<file path="src/rtl/audio_tx_channel.sv">
module audio_tx_channel #(
  parameter int DEPTH = 8
) (
  input  logic        clk,
  input  logic        rst_n,
  input  logic        if_en,
  input  logic        ctl_we,
  input  logic [16:0] ctl_wdata,
  output logic [16:0] ctl_q,
  input  logic        ie_we,
  input  logic [6:0]  ie_wdata,
  input  logic        clr_we,
  input  logic [12:0] clr_wdata,
  input  logic        dat_we,
  input  logic [31:0] dat_wdata,
  input  logic        frame_start,
  input  logic        slot_req,
  input  logic [3:0]  slot_idx,
  output logic        slot_vld,
  output logic [19:0] slot_data,
  output logic [11:0] stat_q,
  output logic [6:0]  isr_q,
  output logic        irq
);
  localparam int AW = (DEPTH > 1) ? $clog2(DEPTH) : 1;
  localparam int CW = $clog2(DEPTH + 1);

  logic [16:0]   ctl;
  logic [6:0]    ie;
  logic [31:0]   mem [DEPTH];
  logic [AW-1:0] wp, rp;
  logic [CW-1:0] cnt;
  logic          half, ur, in_frame;
  logic [19:0]   sample;

  wire txen = ctl[0];
  wire fen  = ctl[16];
  wire cmp  = ctl[15];
  wire [1:0] ssz = ctl[14:13];

  wire [CW-1:0] cap = fen ? CW'(DEPTH) : CW'(1);
  wire empty   = (cnt == '0);
  wire full    = (cnt >= cap);
  wire hempty  = (cnt <= (cap >> 1));
  wire busy    = txen && (!empty || in_frame);

  wire slot_on = slot_req && txen && (slot_idx >= 4'd3) && (slot_idx <= 4'd12)
                 && ctl[{1'b0, slot_idx}];
  wire take    = slot_on && !empty;
  wire dry     = slot_on && empty;
  wire pop     = take && (!cmp || half);
  wire push    = dat_we && if_en && !full;

  wire [31:0] head = mem[rp];

  always_comb begin
    if (cmp) sample = {4'b0, half ? head[31:16] : head[15:0]};
    else begin
      case (ssz)
        2'd0:    sample = {4'b0, head[15:0]};
        2'd1:    sample = {2'b0, head[17:0]};
        2'd2:    sample = head[19:0];
        default: sample = {8'b0, head[11:0]};
      endcase
    end
  end

  always_ff @(posedge clk)
    if (push) mem[wp] <= dat_wdata;

  always_ff @(posedge clk) begin
    if (!rst_n) begin
      ctl <= '0; ie <= '0; wp <= '0; rp <= '0; cnt <= '0;
      half <= 1'b0; ur <= 1'b0; in_frame <= 1'b0;
      slot_vld <= 1'b0; slot_data <= '0;
    end else begin
      if (ctl_we) ctl <= ctl_wdata;
      if (ie_we)  ie  <= ie_wdata;
      if (!if_en) begin
        wp <= '0; rp <= '0; cnt <= '0; half <= 1'b0;
      end else begin
        if (push) wp <= (wp == AW'(DEPTH - 1)) ? '0 : wp + 1'b1;
        if (pop)  rp <= (rp == AW'(DEPTH - 1)) ? '0 : rp + 1'b1;
        cnt <= cnt + CW'(push) - CW'(pop);
        if (take && cmp) half <= !half;
      end
      if (dry) ur <= 1'b1;
      else if (clr_we && clr_wdata[5]) ur <= 1'b0;
      if (frame_start) in_frame <= 1'b1;
      else if (slot_req && slot_idx == 4'd12) in_frame <= 1'b0;
      slot_vld  <= slot_on;
      slot_data <= take ? sample : '0;
    end
  end

  assign ctl_q  = ctl;
  assign stat_q = {2'b0, ur, 1'b0, busy, 1'b0, full, 1'b0, hempty, 1'b0, empty, 1'b0};
  assign isr_q  = {1'b0, ur, 2'b0, hempty, 1'b0, empty} & ie;
  assign irq    = |isr_q;
endmodule

</file>
<file path="config.mk">
export PLATFORM = sky130hd
export DESIGN_NAME = audio_tx_channel
export DESIGN_NICKNAME = d
export VERILOG_FILES = /design/src/rtl/audio_tx_channel.sv
export SDC_FILE = /design/constraint.sdc
export NUM_CORES = 1
export LEC_CHECK = 0
export BUFFER_PORTS_ARGS = -buffer_cell sky130_fd_sc_hd__buf_4
export CORE_ASPECT_RATIO = 1.4
export CORE_MARGIN = 1.5
export CORE_UTILIZATION = 40
export CTS_BUF_LIST = sky130_fd_sc_hd__clkbuf_4
export CTS_CLUSTER_SIZE = 14
export DETAILED_ROUTE_END_ITERATION = 7
export SLEW_MARGIN = 15
export SYNTH_ARGS = -nofsm -noshare
export SYNTH_HDL_FRONTEND = slang
export SYNTH_SLANG_ARGS = --single-unit
</file>
<file path="constraint.sdc">
create_clock -name clk -period 7.2 [get_ports clk]
set_clock_uncertainty 0.05 [all_clocks]
set_input_delay 0 -clock clk [delete_from_list [all_inputs] [get_ports clk]]
set_output_delay 0 -clock clk [all_outputs]
set_load 0.02 [all_outputs]
</file>
Word-level counts from Yosys, hierarchy flattened
Memories as Yosys holds them, arrays and structs flattened. A register that Yosys moved wholly into a read port is not among the register bits. Cells that the tools add are included.

Register bits after elaboration: 58. Input port bits: 82. Memories: 1. Output and inout bits: 58. Bits in writable memories: 256. Logic and storage cells: 72.

Memory list: mem (words 8, width 32, rd ports 1, clocked after memory_dff 1, write ports 1, RTL line 30) `logic [31:0] mem [DEPTH];`.

Reduce and logical (&&, ||, !) cells: 27. Add/subtract/negate cells: 4. Equality and inequality tests: 5. Magnitude comparators: 5. Bitwise operators: 3. Multiplexer cells: 16.

Operators with widths (count): one-hot mux 20 bit (3 select lines) (1); 2-to-1 mux 16 bit (2); logical AND 1 bit (13); 2-to-1 mux 3 bit (4); AND 6 x 7 -> 7 bit (1); 2-to-1 mux 1 bit (7); OR reduction 7 bit (1); adder 3 x 1 -> 3 bit (second input constant) (2); == test 3 bit (second input constant) (2); less-than comparator 4 x 6 -> 1 bit (second input constant) (1); adder 4 x 1 -> 4 bit (1); binary-select mux 1 bit (select 4 bit) (1); == test 4 bit (second input constant) (1); >= comparator 4 x 2 -> 1 bit (second input constant) (1); >= comparator 4 bit (1); less-or-equal comparator 4 x 3 -> 1 bit (1); less-or-equal comparator 4 bit (second input constant) (1); zero test 1 bit (4); zero test 4 bit (1); 2-to-1 mux 4 bit (1); AND reduction 2 bit (2); nonzero test 2 bit (2); subtractor 4 x 1 -> 4 bit (1); OR reduction 3 bit (1); 5 further kinds (7).

Longest topological paths before layout
Word-level depth: 8. Gate-level depth with buffers: 14. Depth with buffers taken out: 14.

Worst setup path before layout
Ideal clock, no wire load.

Path kind: register -> register. Start: register ctl[16], in the netlist ctl_q[16]. End: memory mem[2][0], enable pin. Buffers on the path: 0. Stages on the path, launching flop included: 7. Arrival: 5103 ps. Library setup time: 513 ps. Slack: 1534 ps. Clock period less this slack: 5666 ps. Cells stage by stage: dfxtp_1 inv_1 ha_1 or4b_1 a21oi_2 nand3_4 nor4b_1.

Cells in the longest elaborated chain, start to end: 6.

Ends and longest elaborated chain: from (decl) (RTL line 28) `logic [16:0] ctl;`; from (signal assigned) (RTL line 77) `if (ctl_we) ctl <= ctl_wdata;`; 2-to-1 mux 4 bit (RTL line 41) `wire [CW-1:0] cap = fen ? CW'(DEPTH) : CW'(1);`; >= comparator 4 bit (RTL line 43) `wire full = (cnt >= cap);`; zero test 1 bit (RTL line 52) `wire push = dat_we && if_en && !full;`; logical AND 1 bit (RTL line 52); 2-to-1 mux 1 bit (RTL line 69) `if (push) mem[wp] <= dat_wdata;`; 2-to-1 mux 1 bit (implied by the code) (RTL line 69); to (decl) (RTL line 30).

No other way between the ends.

Worst setup path in the final report
Start: register ctl[16], in the netlist ctl_q[16]. End: register cnt[1].

Cells in the longest elaborated chain, start to end: 6.

Ends and longest elaborated chain: 2-to-1 mux 4 bit (RTL line 41); >= comparator 4 bit (RTL line 43); zero test 1 bit (RTL line 52); logical AND 1 bit (RTL line 52); adder 4 x 1 -> 4 bit (RTL line 84) `cnt <= cnt + CW'(push) - CW'(pop);`; subtractor 4 x 1 -> 4 bit (RTL line 84); to (signal assigned) (RTL line 84); to (decl) (RTL line 32) `logic [CW-1:0] cnt;`.

No other way between the ends. A chain may end at the register's enable or synchronous reset.

==> run summary <==
Outcome -> finished clean
Antenna-violating nets left -> 0
Number of buffers created by CTS -> 75
First-pass GRT wire length -> 41700 µm
WP depth -> 11
Most common cell after layout, fill and taps aside -> edfxtp_1
Final Hold Vio Count -> 0
Slowest stage delay, CP -> 0.55 ns
Number of global-route vias before repair -> 7661
Critical Path Most Common Cell -> ha_1
VDD IR max -> 0.0000881 V
Maximum frequency from static timing analysis -> 276 MHz
Crit path capture type -> flip-flop
Number of maximum-capacitance constraint violations -> 0
Path category of the worst min-delay check -> in -> reg
Final-layout setup total negative slack -> 0 ns
Total power draw -> 3.54 mW
Overall via count from detail_route -> 6925
Die Area -> 0.0322 mm²
Post-synth cell types -> 56
Initial standard-cell utilization of the core -> 40.6%
Leftover overflow at the end of global routing -> 0
Hold depth -> 2
Num Clock Sinks -> 313
Final weighted congestion in routability-driven placement -> 0.773
Most frequent cells in the layout -> 256 x edfxtp_1, 126 x dlygate4sd3_1, 124 x buf_4
# resized after CTS -> 0
Post-detailed-route via-to-cell ratio -> 5.04
Avg Cell Area, Syn -> 19.7 µm²
Hold_sp -> dat_wdata[21]
Number of enable flip-flop cells after synthesis -> 256
Number of buffers on the longest clock path -> 3
Required time of the worst setup path -> 7.70 ns
Clk Tree Root Cell -> clkbuf_4
Number of fill cells in the layout -> 2488
Standard cell core area -> 0.0307 mm²
Worst Path Arrival -> 4.13 ns
Static leakage -> 5.62 nW
Timing startpoint of the critical path -> ctl_q[16]$_SDFFE_PN0P_
Yosys reg bits -> 313
Global Route Usage Sum -> 17.0%
Iteration count of the initial detailed-routing pass -> 5
Unrepaired setup endpoints after global routing -> false
Prevailing post-synth register cell -> edfxtp_1
Row cnt -> 76
Chain of cells forming the critical path -> inv_1 > ha_1 > or4b_1 > a21oi_2 > nand3_4 > ha_1 > inv_1 > ha_1 > fa_1 > and3_1 > dlygate4sd3_1
Startpoint of the lowest-slack register-to-register path -> ctl_q[16]$_SDFFE_PN0P_
TritonCTS clock tree -> done
Setup Crit Path Kind -> reg -> reg
Drt drc -> 0
Total of warnings raised by yosys -> 0
Die Ht -> 212 µm
Layout cell share with drive strength beyond 1 -> 31.7%
Async set-or-reset flop fraction in the synthesized netlist -> 0%
Relative max-transition margin -> 21.3%
Syn Inst Count -> 633
Area added between synthesis and finish -> 26.9%
Placed wire-length estimate -> 14500 µm
Portion of the post-synthesis area used by sequential elements -> 70.9%
Final-report setup violation count -> 0
Post-Synthesis Cell Area -> 0.0125 mm²
Drt first-iter violations -> 409
Clock transition at the register clock pins on the worst setup and hold paths after CTS -> 0.07 ns
Mean routed wirelength per cell -> 19.6 µm
Master of the slowest instance on the critical path -> dlygate4sd3_1
Clock period minus worst slack -> 3.62 ns
Clk Latency, worst-skew pair -> 0.68 ns
Max FO, Critical Path -> 9
Deepest level of the CTS H-tree -> 3
Final Instance Area -> 0.0158 mm²
Buf+Inv Stages, Crit Path -> 3
Pin count of the biggest net entering global routing -> 41
Slew of the pin with the lowest slew margin -> 1.18 ns
Die width -> 152 µm
Share of the cycle needed by the critical path after routing -> 50.3%
Category of cells accounting for the largest share of critical-path delay -> adder cells
Initial antenna violation count -> 3
Post-layout nets -> 1022
Number of I/O port buffers -> 112
Ports -> 140
Area of placed instances -> 0.0136 mm²
FF-to-FF path depth -> 11
Kind of launch point of the worst setup path -> flip-flop
Max-slew violation count -> 0
Areal power density over the cells -> 224 mW/mm²
Detailed-route wire length -> 26900 µm
==> cell families (layout without fill, tap and decap cells) <==
group,Yosys count,after routing,synth area share [%]
simple gates,95,95,4.54
xor+xnor,3,3,0.211
flops,313,313,70.9
mux,119,119,17.9
fa+ha+maj,13,13,1.37
other cells,1,14,0.0301
compound gates,35,35,2.11
buf+inv,54,391,2.97
==> cells in the mapped netlist, types with 5 or more instances <==
cell / number / area [µm²]
edfxtp_1: 256 / 7690
dfxtp_1: 57 / 1140
mux4_2: 53 / 1190
mux2i_1: 39 / 390
nor2b_1: 32 / 200
mux4_1: 23 / 604
buf_4: 20 / 150
nand2_1: 14 / 52.6
ha_1: 12 / 150
nor2_1: 12 / 45.0
inv_1: 11 / 41.3
a21oi_1: 8 / 40.0
buf_2: 7 / 35.0
buf_6: 7 / 78.8
nand3_1: 7 / 35.0
nor4_1: 5 / 31.3
o21ai_0: 5 / 25.0
==> layout make-up <==
type / count / area [µm²] / area share (%)
multi-input cells: 276 / 3350 / 21.2
repair buffers: 250 / 2190 / 13.9
clock inverters: 21 / 81.3 / 0.514
inverters: 11 / 41.3 / 0.261
diodes: 3 / 7.51 / 0.0475
well taps: 390 / 488 / 3.08
flip-flops and latches: 313 / 8830 / 55.9
clock buffers: 109 / 818 / 5.17
==> layer usage <==
metal / track usage [%] / part of all wire (%)
met5: 0 / 0
met4: 7.53 / 2.2
met3: 3.83 / 4.8
met2: 30.9 / 54
met1: 19.1 / 39
==> path summary, 6_finish.rpt <==
| check | slack (ns) | end |
|---|---|---|
| max | 3.58 | cnt[1]$_SDFF_PN0_ |
| min reg2reg | 0.44 | half$_SDFFE_PN0P_ |
| min | 0.06 | mem[1][21]$_DFFE_PP_ |
| max reg2reg | 3.58 | cnt[1]$_SDFF_PN0_ |
==> repair_timing <==
item                      CTS  global route
buffers inserted            0             0
hold endpoints to repair  295             0
hold buffers              126             0
==> metrics by stage <==
| step | hold WS (ns) | util [%] | setup WS, ns | std cells |
|---|---|---|---|---|
| 2_1_floorplan | 0.0489 | - | 1.53 | 643 |
| 3_3_place_gp | 0.171 | 44.4 | 4.19 | 1114 |
| 3_5_place_dp | 0.185 | 44.4 | 4.10 | 1114 |
| 4_1_cts | 0.000417 | 51.5 | 3.57 | 1370 |
| 5_1_grt | 0.0283 | 51.5 | 3.40 | 1373 |
| 6_report | 0.0621 | 51.5 | 3.58 | 1373 |
==> registers in the layout, summed over array words and instances (netlist names), named ones only <==
name / count
ie: 3
cnt: 4
ctl_q: 17
slot_data: 20
in_frame: 1
ur: 1
mem: 256
half: 1
rp: 3
wp: 3
slot_vld: 1
==> where the power goes <==
group	switching (mW)	internal, mW
Clock	0.651	0.694
Combinational	0.0946	0.116
Sequential	0.0112	1.97
(Power assumes the default switching activity.)
